File: src/rtl/nrm_pkg.sv
package nrm_pkg;
  // Modulo-8 control format: sequence fields are three bits wide.
  localparam int SEQ_W = 3;

  typedef enum logic [1:0] {
    ST_READY    = 2'd0,
    ST_SEND     = 2'd1,
    ST_WAIT_ACK = 2'd2
  } perm_st_t;

  typedef struct packed {
    logic             is_info;
    logic             is_rr;
    logic             pf;
    logic [SEQ_W-1:0] nr;
  } ctrl_info_t;

  function automatic ctrl_info_t decode_ctrl(input logic [7:0] c);
    ctrl_info_t r;
    r.is_info = ~c[0];
    r.is_rr   = (c[1:0] == 2'b01) && (c[3:2] == 2'b00);
    r.pf      = c[4];
    r.nr      = c[7:5];
    return r;
  endfunction
endpackage

File: src/rtl/nrm_addr_match.sv
module nrm_addr_match #(
  parameter int ADDR_W    = 8,
  parameter bit HAS_BCAST = 1'b1
) (
  input  logic              clk,
  input  logic              rst,
  input  logic              rx_valid,
  input  logic              rx_crc_ok,
  input  logic [ADDR_W-1:0] rx_addr,
  input  logic [ADDR_W-1:0] own_addr,
  input  logic [ADDR_W-1:0] bcast_addr,
  input  logic              bcast_en,
  output logic              hit
);
  logic own_hit;
  logic bc_hit;

  assign own_hit = (rx_addr == own_addr);

  generate
    if (HAS_BCAST) begin : g_bcast
      assign bc_hit = bcast_en && (rx_addr == bcast_addr);
    end else begin : g_no_bcast
      logic unused_bc;
      assign unused_bc = bcast_en ^ (^bcast_addr);
      assign bc_hit    = 1'b0;
    end
  endgenerate

  assign hit = rx_valid && rx_crc_ok && (own_hit || bc_hit);

  AST_BAD_CRC_IGNORED: assert property (@(posedge clk) disable iff (rst)
    (rx_valid && !rx_crc_ok) |-> !hit);
endmodule

File: src/rtl/nrm_ctrl_dec.sv
module nrm_ctrl_dec
  import nrm_pkg::*;
(
  input  logic             hit,
  input  logic [7:0]       rx_ctrl,
  input  logic [SEQ_W-1:0] cur_ns,
  output logic             poll,
  output logic             ack
);
  ctrl_info_t       info;
  logic [SEQ_W-1:0] want_nr;
  logic             counts;

  always_comb begin
    info    = decode_ctrl(rx_ctrl);
    want_nr = cur_ns + SEQ_W'(1);
    counts  = hit && (info.is_info || info.is_rr);
    poll    = counts && info.pf;
    ack     = counts && (info.nr == want_nr);
  end
endmodule

File: src/rtl/nrm_perm_fsm.sv
module nrm_perm_fsm
  import nrm_pkg::*;
(
  input  logic             clk,
  input  logic             rst,
  input  logic             poll,
  input  logic             ack,
  input  logic             cpu_req,
  input  logic             tx_done,
  output logic             tx_start,
  output logic             tx_final,
  output logic             tx_inhibit,
  output logic             pending,
  output logic             poll_nodata,
  output logic [SEQ_W-1:0] ns
);
  perm_st_t st_q, st_n;
  logic     released, ready_now, pend_now, grant, nodata, pend_n;

  always_comb begin
    released  = (st_q == ST_WAIT_ACK) && ack;
    ready_now = (st_q == ST_READY) || released;
    pend_now  = pending || cpu_req;
    grant     = ready_now && poll && pend_now;
    nodata    = ready_now && poll && !pend_now;
    pend_n    = grant ? 1'b0 : pend_now;
    st_n      = st_q;
    unique case (st_q)
      ST_READY:    if (grant) st_n = ST_SEND;
      ST_SEND:     if (tx_done) st_n = ST_WAIT_ACK;
      ST_WAIT_ACK: if (released) st_n = grant ? ST_SEND : ST_READY;
      default:     st_n = ST_READY;
    endcase
  end

  always_ff @(posedge clk) begin
    if (rst) begin
      st_q        <= ST_READY;
      pending     <= 1'b0;
      tx_start    <= 1'b0;
      tx_final    <= 1'b0;
      tx_inhibit  <= 1'b0;
      poll_nodata <= 1'b0;
      ns          <= '0;
    end else begin
      st_q        <= st_n;
      pending     <= pend_n;
      tx_start    <= grant;
      tx_final    <= (st_n == ST_SEND);
      tx_inhibit  <= (st_n == ST_WAIT_ACK);
      poll_nodata <= nodata;
      if (released) ns <= ns + SEQ_W'(1);
    end
  end

  AST_START_AFTER_POLL: assert property (@(posedge clk) disable iff (rst)
    tx_start |-> $past(poll));
  AST_LOCK_AFTER_DONE: assert property (@(posedge clk) disable iff (rst)
    (tx_final && tx_done) |=> (tx_inhibit && !tx_final));
  AST_NS_STEPS_ON_RELEASE: assert property (@(posedge clk) disable iff (rst)
    $fell(tx_inhibit) |-> (ns == $past(ns) + SEQ_W'(1)));
  AST_NODATA_NOT_START: assert property (@(posedge clk) disable iff (rst)
    !(tx_start && poll_nodata));
  AST_NO_START_LOCKED: assert property (@(posedge clk) disable iff (rst)
    tx_start |-> !tx_inhibit);
  AST_START_CLEARS_PEND: assert property (@(posedge clk) disable iff (rst)
    tx_start |-> (!pending && tx_final));
endmodule

File: src/rtl/nrm_tx_gate.sv
module nrm_tx_gate
  import nrm_pkg::*;
#(
  parameter int ADDR_W    = 8,
  parameter bit HAS_BCAST = 1'b1
) (
  input  logic              clk,
  input  logic              rst,
  input  logic [ADDR_W-1:0] own_addr,
  input  logic [ADDR_W-1:0] bcast_addr,
  input  logic              bcast_en,
  input  logic              rx_valid,
  input  logic              rx_crc_ok,
  input  logic [ADDR_W-1:0] rx_addr,
  input  logic [7:0]        rx_ctrl,
  input  logic              cpu_req,
  input  logic              tx_done,
  output logic              tx_start,
  output logic              tx_final,
  output logic              tx_inhibit,
  output logic              pending,
  output logic              poll_nodata,
  output logic [SEQ_W-1:0]  tx_ns,
  output logic [ADDR_W-1:0] tx_addr
);
  logic hit, poll, ack;

  nrm_addr_match #(.ADDR_W(ADDR_W), .HAS_BCAST(HAS_BCAST)) u_match (
    .clk(clk), .rst(rst), .rx_valid(rx_valid), .rx_crc_ok(rx_crc_ok),
    .rx_addr(rx_addr), .own_addr(own_addr), .bcast_addr(bcast_addr),
    .bcast_en(bcast_en), .hit(hit)
  );

  nrm_ctrl_dec u_dec (
    .hit(hit), .rx_ctrl(rx_ctrl), .cur_ns(tx_ns), .poll(poll), .ack(ack)
  );

  nrm_perm_fsm u_fsm (
    .clk(clk), .rst(rst), .poll(poll), .ack(ack), .cpu_req(cpu_req),
    .tx_done(tx_done), .tx_start(tx_start), .tx_final(tx_final),
    .tx_inhibit(tx_inhibit), .pending(pending), .poll_nodata(poll_nodata),
    .ns(tx_ns)
  );

  always_ff @(posedge clk) begin
    if (rst) tx_addr <= '0;
    else     tx_addr <= own_addr;
  end

  AST_ADDR_FOLLOWS_OWN: assert property (@(posedge clk) disable iff (rst)
    $stable(own_addr) && !$rose(rst) |=> (tx_addr == $past(own_addr)));
endmodule

File: config.mk
export PLATFORM = sky130hd
export DESIGN_NAME = nrm_tx_gate
export DESIGN_NICKNAME = d
export VERILOG_FILES = /design/src/rtl/nrm_pkg.sv /design/src/rtl/nrm_addr_match.sv /design/src/rtl/nrm_ctrl_dec.sv /design/src/rtl/nrm_perm_fsm.sv /design/src/rtl/nrm_tx_gate.sv
export SDC_FILE = /design/constraint.sdc
export NUM_CORES = 1
export LEC_CHECK = 0
export BUFFER_PORTS_ARGS = -buffer_cell sky130_fd_sc_hd__buf_2
export CAP_MARGIN = 20
export CORE_UTILIZATION = 35
export DETAILED_ROUTE_END_ITERATION = 10
export GPL_TIMING_DRIVEN = 0
export PLACE_DENSITY = 0.68
export RECOVER_POWER = 50
export SKIP_CTS_REPAIR_TIMING = 1
export SYNTH_ARGS = -nofsm -noshare
export SYNTH_HDL_FRONTEND = slang
export SYNTH_SLANG_ARGS = --single-unit
File: constraint.sdc
create_clock -name clk -period 1.9 [get_ports clk]
set_clock_uncertainty 0.05 [all_clocks]
set_input_delay 0.19 -clock clk [delete_from_list [all_inputs] [get_ports clk]]
set_output_delay 0.19 -clock clk [all_outputs]
set_load 0.02 [all_outputs]
Word-level counts from Yosys, hierarchy flattened
Cells that the tools add are included.
{"block": "word_totals", "wordCells": 42, "output_inout_bits": 16, "reg_bits": 18, "input_bits": 39}
{"block": "classes", "n_reduce_logical": 19, "muxes": 5, "add_sub_neg": 1, "n_eq_ne": 8, "bitwise": 1}
{"cell": "$eq A8 B8 Y1", "count": 2}
{"cell": "$logic_and A1 B1 Y1", "count": 11}
{"cell": "$eq A2 B1 Y1 const B", "count": 3}
{"cell": "$mux W2", "count": 3}
{"cell": "$pmux W2 S3", "count": 1}
{"cell": "$eq A2 B2 Y1 const B", "count": 2}
{"cell": "$logic_not A2 Y1", "count": 2}
{"cell": "$logic_or A1 B1 Y1", "count": 4}
{"cell": "$add A3 B1 Y3 const B", "count": 1}
{"cell": "$eq A3 B3 Y1", "count": 1}
{"cell": "$reduce_or A2 Y1", "count": 1}
{"cell": "$logic_not A1 Y1", "count": 1}
{"cell": "$mux W1", "count": 1}
{"cell": "$not A1 Y1", "count": 1}

Logic depth before layout (Yosys ltp)
{"block": "depth", "depth_word": 14, "depth_mapped": 6, "ltp_nobuf": 6}

Modules after synthesis
From an unflattened synthesis, not the netlist that was laid out.
{"block": "hier_totals", "hier_cells": 84, "area_unflattened_um2": 864.6}
{"module": "nrm_perm_fsm", "area_each_um2": 361.6, "cells_per_inst": 36, "seq_area_each_um2": 200.2, "n_inst": 1}
{"module": "nrm_tx_gate", "area_each_um2": 210.2, "cells_per_inst": 16, "seq_area_each_um2": 160.2, "n_inst": 1}
{"module": "nrm_addr_match", "area_each_um2": 196.4, "cells_per_inst": 24, "seq_area_each_um2": 0.0, "n_inst": 1}
{"module": "nrm_ctrl_dec", "area_each_um2": 96.3, "cells_per_inst": 8, "seq_area_each_um2": 0.0, "n_inst": 1}

Least setup slack after synthesis
Ideal clock, no wire load.
{"block": "synth_timing", "path_kind": "reg2reg", "start": "register u_fsm.ns[0]", "end": "register u_fsm.ns[0]", "stages_incl_launch_ff": 6, "n_path_buf": 0, "t_required_ns": 1.729, "path_slack_ns": -0.064, "t_arrival_ns": 1.793, "synth_period_minus_slack_ns": 1.964, "setup_time_ns": 0.121, "path_cell_list": "dfxtp_1 > ha_1 > xor2_1 > nor3_1 > o211a_1 > mux2_2"}
{"block": "synth_via", "elab_chain_cells": 4}
{"item": "start, declared", "line": "nrm_perm_fsm.sv:15", "rtl": "output logic [SEQ_W-1:0] ns"}
{"item": "start signal, assigned", "line": "nrm_perm_fsm.sv:52", "rtl": "if (released) ns <= ns + SEQ_W'(1);"}
{"item": "$add A3 B1 Y3", "line": "nrm_ctrl_dec.sv:16", "rtl": "want_nr = cur_ns + SEQ_W'(1);"}
{"item": "via u_dec.want_nr[1]", "line": "nrm_ctrl_dec.sv:11", "rtl": "logic [SEQ_W-1:0] want_nr;"}
{"item": "$eq A3 B3 Y1", "line": "nrm_ctrl_dec.sv:19", "rtl": "ack = counts && (info.nr == want_nr);"}
{"item": "$logic_and A1 B1 Y1", "line": "nrm_ctrl_dec.sv:19"}
{"item": "$logic_and A1 B1 Y1", "line": "nrm_perm_fsm.sv:21", "rtl": "released = (st_q == ST_WAIT_ACK) && ack;"}
The timed path passes the listed nets, and every way through them passes these cells.
A chain may end at the register's enable or synchronous reset.

Worst setup path after layout
Same ends and word-level chain as after synthesis.

==> flow_metrics.tcl <==
set metrics [dict create \
    rsz0062_at_grt "yes" \
    initial_core_util_pct 37.8 \
    vias_per_cell 4.73 \
    syn_area_per_cell_um2 10.0 \
    post_dp_cell_area_um2 1160 \
    power_leakage_nw 0.540 \
    gp_congestion 0.778 \
    fin_ws_ns 0.0339 \
    nNetsFinal 184 \
    clock_path_buffers 2 \
    place_ws_ns 0.0228 \
    fin_crit_sh_pct 98.2 \
    synthFlopType "dfxtp_1" \
    status "complete, no violations" \
    die_h_um 51.3 \
    cts.clk_slew.worst_paths_ns 0.10 \
    crit_path_end_kind "flop" \
    synthCells 85 \
    switchingPower_w 0.000185 \
    post-route-drc-count 0 \
    pwr-share-comb_pct 18.0 \
    cts_tree "built" \
    post-dp-hpwl_um 1620 \
    layout-drive-gt1-share_pct 38.5 \
    grtUsageTotal_pct 16.7 \
    antenna_found_initial 0 \
    slowest_stage "dfxtp_2" \
    grt_max_degree 11 \
    fin_total_pwr_w 0.000758 \
    clk_latency_ns 0.29 \
    cts_buffers 3 \
    cts-root-buf "clkbuf_4" \
    synth_common_cells "xnor2_1 (19), dfxtp_1 (18), nor2b_1 (12), nor2_1 (4)" \
    synth-edff-count 0 \
    vdd_ir_drop_max_mv 0.681 \
    clkPwrFrac_pct 30.4 \
    drv_slew 0 \
    finalNonFillerCells 171 \
    synth_top_cell_by_area "dfxtp_1" \
    grt_pass1_wl_um 3190 \
    die_area_um2 2640 \
    rows 17 \
    mappedNetlistNets 125 \
    pwr-share-seq_pct 51.6 \
    pwr_density_cell_nw_per_um2 637 \
    synth-seq-area-share_pct 42.3 \
    slowest_delay_ns 0.36 \
    path_buf_inv 0 \
    crit_type "flop to flop" \
    setup_violations 0 \
    synth.most_common_cell "xnor2_1" \
    drt_iter0_drc 13 \
    hold_viol_final 0 \
    place_inst 167 \
    cts_max_level 1 \
    synth_top_area_share_pct 42.3 \
    swShare_pct 24.5 \
    synthTopCellsByArea "dfxtp_1 (42%), xnor2_1 (20%), nor2b_1 (8.8%)" \
    timing.fmax_mhz 536 \
    crit_family "flip-flops" \
    worstPathArrival_ns 2.01 \
    core_area_um2 2250 \
    portBuffers 54 \
    wl_per_cell_um 11.5 \
    ant_nets 0 \
    maxCapViolCount 0 \
    ys_seq_elements 18 \
    syn2layout_area_growth_pct 39.6 \
    cp.required_ns 2.04 \
    antennaDiodeCount 0 \
    yosysWarnings 0 \
    numClockSinks 18 \
    drtPass1Iterations 3 \
    post-route-cell-area_um2 1190 \
    p_int_w 0.000572 \
    relSlewSlack_pct 66.1 \
    hp-class "input pin to flop" \
    grt-ovfl-total 0 \
    synthArstFlopShare_pct 0 \
    post-route-min-period_ns 1.87 \
    num_io_pins 55 \
    routed_wl_um 1960 \
    grt_pass1_vias 779 \
    crit_chain "ha_1, xor2_1, nor3_2, o211a_1, mux2_2" \
    vias 808 \
    die_w_um 51.3 \
    tightest_slew_ns 0.509 \
    final_core_util_pct 52.8 \
    syn_area_um2 852 \
    cp_max_fo 5 \
    startpoint_type "flop" \
    synth.distinct_cells 24 \
]
power by group through the flow:
stage	Combinational, W	Clock, W	Sequential [W]
finish	0.000137	0.000230	0.000391
floorplan	0.0000567	0	0.000413
detailed placement	0.000139	0	0.000399
global placement	0.000136	0	0.000399
CTS	0.000140	0.000244	0.000391
global route	0.000150	0.000265	0.000392
worst paths after layout:
kind	cells past startpoint	endpoint	slack, ns	start
worst max-delay path	5	u_fsm.ns[0]$_SDFFE_PP0P_	0.03	u_fsm.ns[0]$_SDFFE_PP0P_
worst min-delay path	2	u_fsm.poll_nodata$_SDFF_PP0_	0.02	cpu_req
worst max register to register	5	u_fsm.ns[0]$_SDFFE_PP0P_	0.03	u_fsm.ns[0]$_SDFFE_PP0P_
worst min register to register	1	u_fsm.poll_nodata$_SDFF_PP0_	0.41	u_fsm.pending$_SDFF_PP0_
logic make-up after synthesis:
family	after synthesis	share of synthesized area, %
DFF	18	42.3
AOI/OAI and AO/OA	10	9.69
adders and majority gates	1	1.47
xor gates and xnor gates	20	20.6
buffers and inverters	4	1.76
and+or+nand+nor	29	20.4
muxes	3	3.82
layout make-up:
| class | instances | area (um2) |
|---|---|---|
| fill | 232 | 1060 |
| multi-input combinational | 63 | 482 |
| sequential | 18 | 362 |
| timing repair buffer | 54 | 260 |
| clock buffer | 4 | 36.3 |
| tap | 28 | 35.0 |
| inverter | 3 | 11.3 |
| buffer | 1 | 3.75 |
worst reg2reg max path: stages (launching register included):
cell	delay (ns)
dfxtp_2	0.36
ha_1	0.33
xor2_1	0.18
nor3_2	0.28
o211a_1	0.24
mux2_2	0.34
stage by stage:
step                TNS [ns]  hold slack, ns
finish                     0          0.0204
global route         -0.0531          0.0120
CTS                        0          0.0108
detailed placement         0           0.325
global placement           0           0.321
floorplan                  0           0.219
state kept, by name (all words and copies together) (netlist names):
| signal | flops |
|---|---|
| u_fsm.tx_start | 1 |
| u_fsm.st_q | 2 |
| u_fsm.pending | 1 |
| u_fsm.poll_nodata | 1 |
| u_fsm.tx_final | 1 |
| tx_addr | 8 |
| u_fsm.tx_inhibit | 1 |
| u_fsm.ns | 3 |
metal layers:
metal  up-vias  GRT usage [%]  share of wire, %
li1        412              -                 -
met1       374           17.3                41
met2        20           31.1                52
met3         2           5.65               6.0
met4         0           5.41               1.3
met5         -              0                 0
placed cells by master, fill, tap and decap left out, types with 2 or more instances in the layout:
cell type,count
buf_2,46
xnor2_1,19
dfxtp_1,17
nor2b_1,12
clkbuf_1,9
nor2_1,4
inv_1,3
nand4_1,3
nand2_1,3
clkbuf_4,3
nand3_1,2
o21ai_0,2
a32o_1,2
o2bb2ai_1,2
mux2_2,2
(Power assumes the default switching activity.)
